<file path="src/rtl/srom_seq_pkg.sv">
package srom_seq_pkg;

  // Width of each latency code field
  localparam int CODE_W  = 3;
  // Configuration word width: colCode, rowCode, memType, halfRate, enable
  localparam int CFG_W   = 2 * CODE_W + 4;
  // Longest counter preload: largest code value doubled for half rate
  localparam int MAX_LEN = 2 * ((1 << CODE_W) - 1);
  localparam int CNT_W   = $clog2(MAX_LEN + 1);

  localparam logic [1:0] TYPE_ROM   = 2'b00;
  localparam logic [1:0] TYPE_FLASH = 2'b10;

  typedef enum logic [1:0] {
    CMD_NOP  = 2'b00,
    CMD_ACT  = 2'b01,
    CMD_READ = 2'b10
  } memCmd_e;

  typedef struct packed {
    logic [CODE_W-1:0] colCode;
    logic [CODE_W-1:0] rowCode;
    logic [1:0]        memType;
    logic              halfRate;
    logic              enable;
  } cfg_t;

  // Which wait phase the counter is preloaded for
  typedef enum logic [1:0] {
    PH_ACT   = 2'd0,
    PH_RWAIT = 2'd1,
    PH_READ  = 2'd2,
    PH_CWAIT = 2'd3
  } phase_e;

  // Strobes from control to datapath
  typedef struct packed {
    logic   capture;
    logic   load;
    phase_e loadSel;
    logic   latch;
    logic   reject;
  } strobe_t;

endpackage

</file>
<file path="src/rtl/srom_seq_ctrl.sv">
module srom_seq_ctrl
  import srom_seq_pkg::*;
(
  input  logic    clk,
  input  logic    rst,
  input  logic    reqValid,
  input  logic    cfgOk,
  input  logic    rowSkip,
  input  logic    cntZero,
  output strobe_t strobes,
  output memCmd_e memCmd,
  output logic    reqReady
);

  typedef enum logic [2:0] {
    S_IDLE  = 3'd0,
    S_ACT   = 3'd1,
    S_RWAIT = 3'd2,
    S_READ  = 3'd3,
    S_CWAIT = 3'd4
  } state_e;

  state_e state, nextState;

  always_ff @(posedge clk) begin
    if (rst) state <= S_IDLE;
    else     state <= nextState;
  end

  always_comb begin
    nextState       = state;
    strobes.capture = 1'b0;
    strobes.load    = 1'b0;
    strobes.loadSel = PH_ACT;
    strobes.latch   = 1'b0;
    strobes.reject  = 1'b0;
    case (state)
      S_IDLE: begin
        if (reqValid) begin
          if (cfgOk) begin
            strobes.capture = 1'b1;
            strobes.load    = 1'b1;
            strobes.loadSel = PH_ACT;
            nextState       = S_ACT;
          end else begin
            strobes.reject = 1'b1;
          end
        end
      end
      S_ACT: begin
        if (cntZero) begin
          strobes.load = 1'b1;
          if (rowSkip) begin
            strobes.loadSel = PH_READ;
            nextState       = S_READ;
          end else begin
            strobes.loadSel = PH_RWAIT;
            nextState       = S_RWAIT;
          end
        end
      end
      S_RWAIT: begin
        if (cntZero) begin
          strobes.load    = 1'b1;
          strobes.loadSel = PH_READ;
          nextState       = S_READ;
        end
      end
      S_READ: begin
        if (cntZero) begin
          strobes.load    = 1'b1;
          strobes.loadSel = PH_CWAIT;
          nextState       = S_CWAIT;
        end
      end
      S_CWAIT: begin
        if (cntZero) begin
          strobes.latch = 1'b1;
          nextState     = S_IDLE;
        end
      end
      default: nextState = S_IDLE;
    endcase
  end

  always_comb begin
    case (state)
      S_ACT:   memCmd = CMD_ACT;
      S_READ:  memCmd = CMD_READ;
      default: memCmd = CMD_NOP;
    endcase
  end

  assign reqReady = (state == S_IDLE);

  // An accepted request takes the sequencer busy on the next cycle
  assert_accept_drops_ready_R8: assert property (@(posedge clk) disable iff (rst)
    (reqValid && reqReady && cfgOk) |=> !reqReady);

  // A refused request leaves the sequencer idle with no command
  assert_reject_no_command_R7: assert property (@(posedge clk) disable iff (rst)
    (reqValid && reqReady && !cfgOk) |=> (reqReady && memCmd == CMD_NOP));

endmodule

</file>
<file path="src/rtl/srom_seq_dp.sv">
module srom_seq_dp
  import srom_seq_pkg::*;
#(
  parameter int ROW_W  = 13,
  parameter int COL_W  = 10,
  parameter int DATA_W = 32,
  parameter int ADDR_W = 13
) (
  input  logic              clk,
  input  logic              rst,
  input  strobe_t           strobes,
  input  memCmd_e           memCmd,
  input  cfg_t              cfgIn,
  input  logic [ROW_W-1:0]  reqRow,
  input  logic [COL_W-1:0]  reqCol,
  input  logic [DATA_W-1:0] memData,
  output logic              cfgOk,
  output logic              rowSkip,
  output logic              cntZero,
  output logic [ADDR_W-1:0] memAddr,
  output logic [DATA_W-1:0] rdData,
  output logic              rdValid,
  output logic              rdError
);

  // Counter preload (length minus one, except the column wait which ends
  // on its sample cycle) for a phase, doubled at half rate.
  function automatic logic [CNT_W-1:0] phaseLen(
    input logic              half,
    input logic [CODE_W-1:0] rowCode,
    input logic [CODE_W-1:0] colCode,
    input phase_e            sel
  );
    logic [CNT_W-1:0] base;
    case (sel)
      PH_RWAIT: base = CNT_W'(rowCode);
      PH_CWAIT: base = CNT_W'(colCode);
      default:  base = CNT_W'(1);
    endcase
    if (half) base = base << 1;
    return (sel == PH_CWAIT) ? base : base - CNT_W'(1);
  endfunction

  function automatic logic colLegal(input logic [1:0] memType,
                                    input logic [CODE_W-1:0] colCode);
    logic ok;
    ok = 1'b0;
    if (memType == TYPE_ROM)
      ok = (colCode >= CODE_W'(2)) && (colCode <= CODE_W'(5));
    else if (memType == TYPE_FLASH)
      ok = (colCode >= CODE_W'(2)) && (colCode <= CODE_W'(6));
    return ok;
  endfunction

  logic              heldHalf;
  logic [CODE_W-1:0] heldRowCode;
  logic [CODE_W-1:0] heldColCode;
  logic              heldRowSkip;
  logic [ROW_W-1:0]  rowHeld;
  logic [COL_W-1:0]  colHeld;
  logic [CNT_W-1:0]  cnt;

  logic              useHalf;
  logic [CODE_W-1:0] useRowCode;
  logic [CODE_W-1:0] useColCode;

  assign cfgOk = cfgIn.enable && colLegal(cfgIn.memType, cfgIn.colCode);

  // Capture of configuration and address at acceptance
  always_ff @(posedge clk) begin
    if (rst) begin
      heldHalf    <= 1'b0;
      heldRowCode <= '0;
      heldColCode <= '0;
      heldRowSkip <= 1'b0;
      rowHeld     <= '0;
      colHeld     <= '0;
    end else if (strobes.capture) begin
      heldHalf    <= cfgIn.halfRate;
      heldRowCode <= cfgIn.rowCode;
      heldColCode <= cfgIn.colCode;
      heldRowSkip <= (cfgIn.memType == TYPE_FLASH) || (cfgIn.rowCode == '0);
      rowHeld     <= reqRow;
      colHeld     <= reqCol;
    end
  end

  assign rowSkip = heldRowSkip;

  // The first preload happens on the capture edge, so it reads live values
  assign useHalf    = strobes.capture ? cfgIn.halfRate : heldHalf;
  assign useRowCode = strobes.capture ? cfgIn.rowCode  : heldRowCode;
  assign useColCode = strobes.capture ? cfgIn.colCode  : heldColCode;

  always_ff @(posedge clk) begin
    if (rst)
      cnt <= '0;
    else if (strobes.load)
      cnt <= phaseLen(useHalf, useRowCode, useColCode, strobes.loadSel);
    else if (cnt != '0)
      cnt <= cnt - CNT_W'(1);
  end

  assign cntZero = (cnt == '0);

  always_comb begin
    case (memCmd)
      CMD_ACT:  memAddr = ADDR_W'(rowHeld);
      CMD_READ: memAddr = ADDR_W'(colHeld);
      default:  memAddr = '0;
    endcase
  end

  always_ff @(posedge clk) begin
    if (rst) begin
      rdData  <= '0;
      rdValid <= 1'b0;
      rdError <= 1'b0;
    end else begin
      if (strobes.latch) rdData <= memData;
      rdValid <= strobes.latch;
      rdError <= strobes.reject;
    end
  end

  // A data return and a refusal never share a cycle
  assert_valid_error_exclusive_R7: assert property (@(posedge clk) disable iff (rst)
    $onehot0({rdValid, rdError}));

  // Held configuration only moves on an acceptance
  assert_cfg_frozen_R9: assert property (@(posedge clk) disable iff (rst)
    !strobes.capture |=> $stable({heldHalf, heldRowCode, heldColCode, heldRowSkip}));

endmodule

</file>
<file path="src/rtl/srom_read_seq.sv">
module srom_read_seq
  import srom_seq_pkg::*;
#(
  parameter int ROW_W  = 13,
  parameter int COL_W  = 10,
  parameter int DATA_W = 32,
  localparam int ADDR_W = (ROW_W > COL_W) ? ROW_W : COL_W
) (
  input  logic              clk,
  input  logic              rst,
  input  logic              reqValid,
  output logic              reqReady,
  input  logic [ROW_W-1:0]  reqRow,
  input  logic [COL_W-1:0]  reqCol,
  input  logic [CFG_W-1:0]  cfgWord,
  output logic [1:0]        memCmd,
  output logic [ADDR_W-1:0] memAddr,
  input  logic [DATA_W-1:0] memData,
  output logic [DATA_W-1:0] rdData,
  output logic              rdValid,
  output logic              rdError
);

  strobe_t strobes;
  memCmd_e cmdInt;
  logic    cfgOk;
  logic    rowSkip;
  logic    cntZero;
  cfg_t    cfgIn;

  assign cfgIn  = cfg_t'(cfgWord);
  assign memCmd = cmdInt;

  srom_seq_ctrl u_ctrl (
    .clk      (clk),
    .rst      (rst),
    .reqValid (reqValid),
    .cfgOk    (cfgOk),
    .rowSkip  (rowSkip),
    .cntZero  (cntZero),
    .strobes  (strobes),
    .memCmd   (cmdInt),
    .reqReady (reqReady)
  );

  srom_seq_dp #(
    .ROW_W  (ROW_W),
    .COL_W  (COL_W),
    .DATA_W (DATA_W),
    .ADDR_W (ADDR_W)
  ) u_dp (
    .clk     (clk),
    .rst     (rst),
    .strobes (strobes),
    .memCmd  (cmdInt),
    .cfgIn   (cfgIn),
    .reqRow  (reqRow),
    .reqCol  (reqCol),
    .memData (memData),
    .cfgOk   (cfgOk),
    .rowSkip (rowSkip),
    .cntZero (cntZero),
    .memAddr (memAddr),
    .rdData  (rdData),
    .rdValid (rdValid),
    .rdError (rdError)
  );

  // Reset leaves the sequencer idle with a NOP on the command lines
  assert_reset_idle_R1: assert property (@(posedge clk)
    $past(rst) |-> (memCmd == 2'b00 && reqReady && !rdValid && !rdError));

endmodule

</file>
<file path="config.mk">
export PLATFORM = sky130hd
export DESIGN_NAME = srom_read_seq
export DESIGN_NICKNAME = d
export VERILOG_FILES = /design/src/rtl/srom_seq_pkg.sv /design/src/rtl/srom_seq_ctrl.sv /design/src/rtl/srom_seq_dp.sv /design/src/rtl/srom_read_seq.sv
export SDC_FILE = /design/constraint.sdc
export NUM_CORES = 1
export LEC_CHECK = 0
export BUFFER_PORTS_ARGS = -buffer_cell sky130_fd_sc_hd__buf_2
export CAP_MARGIN = 20
export CORE_ASPECT_RATIO = 1.4
export CORE_MARGIN = 1
export CORE_UTILIZATION = 40
export CTS_CLUSTER_DIAMETER = 200
export DETAILED_ROUTE_END_ITERATION = 8
export PLACE_DENSITY = 0.71
export SETUP_SLACK_MARGIN = 0.2
export SYNTH_ARGS = -nofsm -noshare
export SYNTH_HDL_FRONTEND = slang
export SYNTH_SLANG_ARGS = --single-unit
</file>
<file path="constraint.sdc">
create_clock -name clk -period 3.4 [get_ports clk]
set_clock_uncertainty 0.15 [all_clocks]
set_input_delay 0.34 -clock clk [delete_from_list [all_inputs] [get_ports clk]]
set_output_delay 0.34 -clock clk [all_outputs]
set_load 0.05 [all_outputs]
</file>
==> impl_metrics.ini <==
[pwr]
p_sw_mw = 0.578
power_leakage_nw = 1.65
report.power.total_mw = 1.97
power.internal_mw = 1.39
powerDensity_nw_per_um2 = 504
power.switching_fraction_pct = 29.4
clockPowerShare_pct = 33.9
power.combinational.fraction_pct = 19.3
peakVddDrop_mv = 0.413
seqPwrFrac_pct = 46.8

[cts]
cts_tree = yes
clock_insertion_delay_worst_skew_ns = 0.33
h-tree-depth = 3
clk_pin_slew_ns = 0.08
clock_tree.buffer_depth = 2
cts_buffers = 9
clock_sinks = 72
root_buffer = sky130_fd_sc_hd__clkbuf_8

[worst_setup_path]
worst-r2r-cell-count = 10
worst_setup_path_start_kind = register
worstPathMaxFanout = 9
worstPathCellList = nor3b_2 -> o2111ai_2 -> or2_4 -> a2111oi_4 -> a21o_1 -> o22a_1 -> ha_1 -> a21boi_0 -> o221a_1 -> a2111oi_2
worst-endpoint-arrival_ns = 3.03
worst-setup-path-type = reg2reg
setup.reg_to_reg.worst_slack_ns = 0.44
worst_setup_path_endpoint = u_dp.cnt[2]
slowest_stage = sky130_fd_sc_hd__a2111oi_4
critical-path-max-stage-delay_ns = 0.41
data_required_time_at_the_worst_endpoint_ns = 3.47
critical_path.startpoint = u_ctrl.state[0]
worst_r2r_startpoint = u_ctrl.state[0]
worst_r2r_endpoint = u_dp.cnt[2]
worst_setup_path_end_kind = register

[finish]
antenna_cells_inserted = 0
layout-area-overhead-vs-synth_pct = 28.4
area.sequential_um2 = 1440
final_util_pct = 53.0
stdcell_area_um2 = 3900
finalNetCount = 558
layout-drive-gt1-share_pct = 31.1
multi_input_comb_area_um2 = 1500
finalNonFillerCells = 589
nFillCells = 730

[placed_design]
hpwl_mm = 5.01
place.detailed.instances = 571
placed_cell_area_um2 = 3680
place.port_buffers = 117
routabilityCongestion = 0.813
place_ws_ns = 0.346

[sta]
finalMaxSlewViolations = 0
worst_hold_slack_ns = 0.0824
clock.fmax_mhz = 338
timing.final.setup_violations = 0
timing.max_slew.rel_slack_pct = 28.4
setup_tns_ns = 0
setup_ws_ns = 0.440
fin_crit_sh_pct = 87.0
slew_of_the_pin_with_the_lowest_slew_margin_ns = 1.07
unrepaired_setup_endpoints_after_global_routing = no
timing.final.crit_period_ns = 2.96
hold_violations = 0

[floorplan]
die_w_um = 75.7
floorplan.rows = 37
placeableCoreArea_um2 = 7360
fp.dieH_um = 105
floorplan.initialDensity_pct = 41.3
pin_count = 118
die-area_um2 = 7950

[drt]
antenna_violating_nets_left = 0
drt-wirelength-per-cell_um = 12.4
drc = 0
dr_total_vias = 2945
firstDrtPassIters = 4
detail_route.vias_per_cell = 5.00
totalWireLength_mm = 7.29
dr.first_iter.drc_count = 155

[global_routing]
grt_pass1_wl_mm = 11.4
grt_antenna_before_repair = 0
total_routing_resource_utilization_after_global_routing_pct = 18.3
grt_max_degree = 60
globalRouteOverflowTotal = 0
vias_in_the_first_global_route = 2607

[synth]
ys_warn_count = 0
syn-num-nets = 448
post_synth.cell_area_avg_um2 = 8.06
synth.area.top_cells = sky130_fd_sc_hd__dfxtp_1 47%, sky130_fd_sc_hd__nand2_1 15%, sky130_fd_sc_hd__a21oi_1 11%
distinct_cells_synth = 47
ys_seq_area_share_pct = 47.4
synth.top_cell.area_share_pct = 47.4
synth_top_cells_by_count = 124 x sky130_fd_sc_hd__nand2_1, 72 x sky130_fd_sc_hd__dfxtp_1, 65 x sky130_fd_sc_hd__a21oi_1
yosys_most_used_dff = sky130_fd_sc_hd__dfxtp_1
proportion_of_register_bits_with_asynchronous_set_or_reset_after_synthesis_pct = 0
synth.ff_latch_count = 72
cell_type_with_the_highest_aggregate_area_in_the_netlist = sky130_fd_sc_hd__dfxtp_1
netlist_area_um2 = 3040
post-synth-top-count-cell = sky130_fd_sc_hd__nand2_1
synthesized_netlist_cell_count = 377
synth-edff-count = 0

[flow_run]
cap_viol_max_count = 0

[min_path]
timing.hold.worst_path_depth = 3
holdCritPathClass = in2reg

[outcome]
outcome = finished clean
## how the worst min path moves through the flow
stage	startpoint	end	slack, ns
after floorplan	u_dp.rowHeld[10]	u_dp.rowHeld[10]	0.28
after global placement	u_dp.rdData[18]	u_dp.rdData[18]	0.29
after detailed placement	u_dp.rdData[8]	u_dp.rdData[8]	0.29
after CTS	memData[8]	u_dp.rdData[8]	0.07
after global routing	memData[25]	u_dp.rdData[25]	0.07
final	memData[28]	u_dp.rdData[28]	0.08
## cells in the final DEF, fill, tap and decap left out, types with 4 or more instances in the layout
cell and n:
sky130_fd_sc_hd__buf_4 7, sky130_fd_sc_hd__nor3_1 4, sky130_fd_sc_hd__nor2b_1 6, sky130_fd_sc_hd__a21oi_1 65
sky130_fd_sc_hd__a22o_1 10, sky130_fd_sc_hd__and2_1 4, sky130_fd_sc_hd__buf_2 117, sky130_fd_sc_hd__nor2_1 11
sky130_fd_sc_hd__nand2_1 124, sky130_fd_sc_hd__o21ai_0 4, sky130_fd_sc_hd__clkbuf_8 9, sky130_fd_sc_hd__dfxtp_1 71
sky130_fd_sc_hd__and3_1 4
## flip-flops by register name, summed over array words and instances, names as in the netlist, 3 cells and up
name / cells
u_dp.colHeld: 10
u_dp.rdData: 32
u_dp.heldColCode: 3
u_dp.heldRowCode: 3
u_dp.rowHeld: 13
u_dp.cnt: 4
u_ctrl.state: 3
## timing repair
| action | 4_1_cts | 5_1_grt |
|---|---|---|
| buffers inserted | 0 | 1 |
| resized for setup | 0 | 3 |
| hold buffers | 0 | 0 |
| hold endpoints to repair | 0 | 0 |
| setup endpoints to repair | 0 | 1 |
## critical path, delay by kind of cell (launching register included)
kind / cells / cell delay, ns
adders and majority gates: 1 / 0.16
DFF: 1 / 0.39
and+or+nand+nor: 2 / 0.61
AOI/OAI and AO/OA: 7 / 1.53
## kinds of logic after synthesis
group	Yosys count	synth area share, %
flip-flops	72	47.4
adder cells (fa/ha/maj)	3	1.24
AO/OA/AOI/OAI	100	21.1
multiplexers	4	1.32
XOR/XNOR	3	0.865
AND/OR/NAND/NOR	167	24.3
buffers and inverters	28	3.75
## metal layers
layer | wire [um] | track usage (%)
met3 | 413 | 5.30
met4 | 132 | 6.08
met2 | 3610 | 31.9
met5 | 0 | 0
met1 | 3130 | 20.6
## area by class of cell
type / count / share of cell area [%]
multi-input cells: 278 / 38.4
flip-flops and latches: 72 / 37.0
repair buffers: 124 / 16.4
clock buffers: 10 / 3.27
well taps: 97 / 3.11
clock inverters: 6 / 1.73
inverters: 2 / 0.192
## power by group through the flow
stage / clock network, mW / registers (mW) / logic (mW)
3_5_place_dp: 0 / 0.940 / 0.379
5_1_grt: 0.723 / 0.926 / 0.426
3_3_place_gp: 0 / 0.939 / 0.369
6_report: 0.666 / 0.921 / 0.380
2_1_floorplan: 0 / 0.932 / 0.279
4_1_cts: 0.684 / 0.920 / 0.381
No activity file was read; power rests on OpenSTA's default activity.
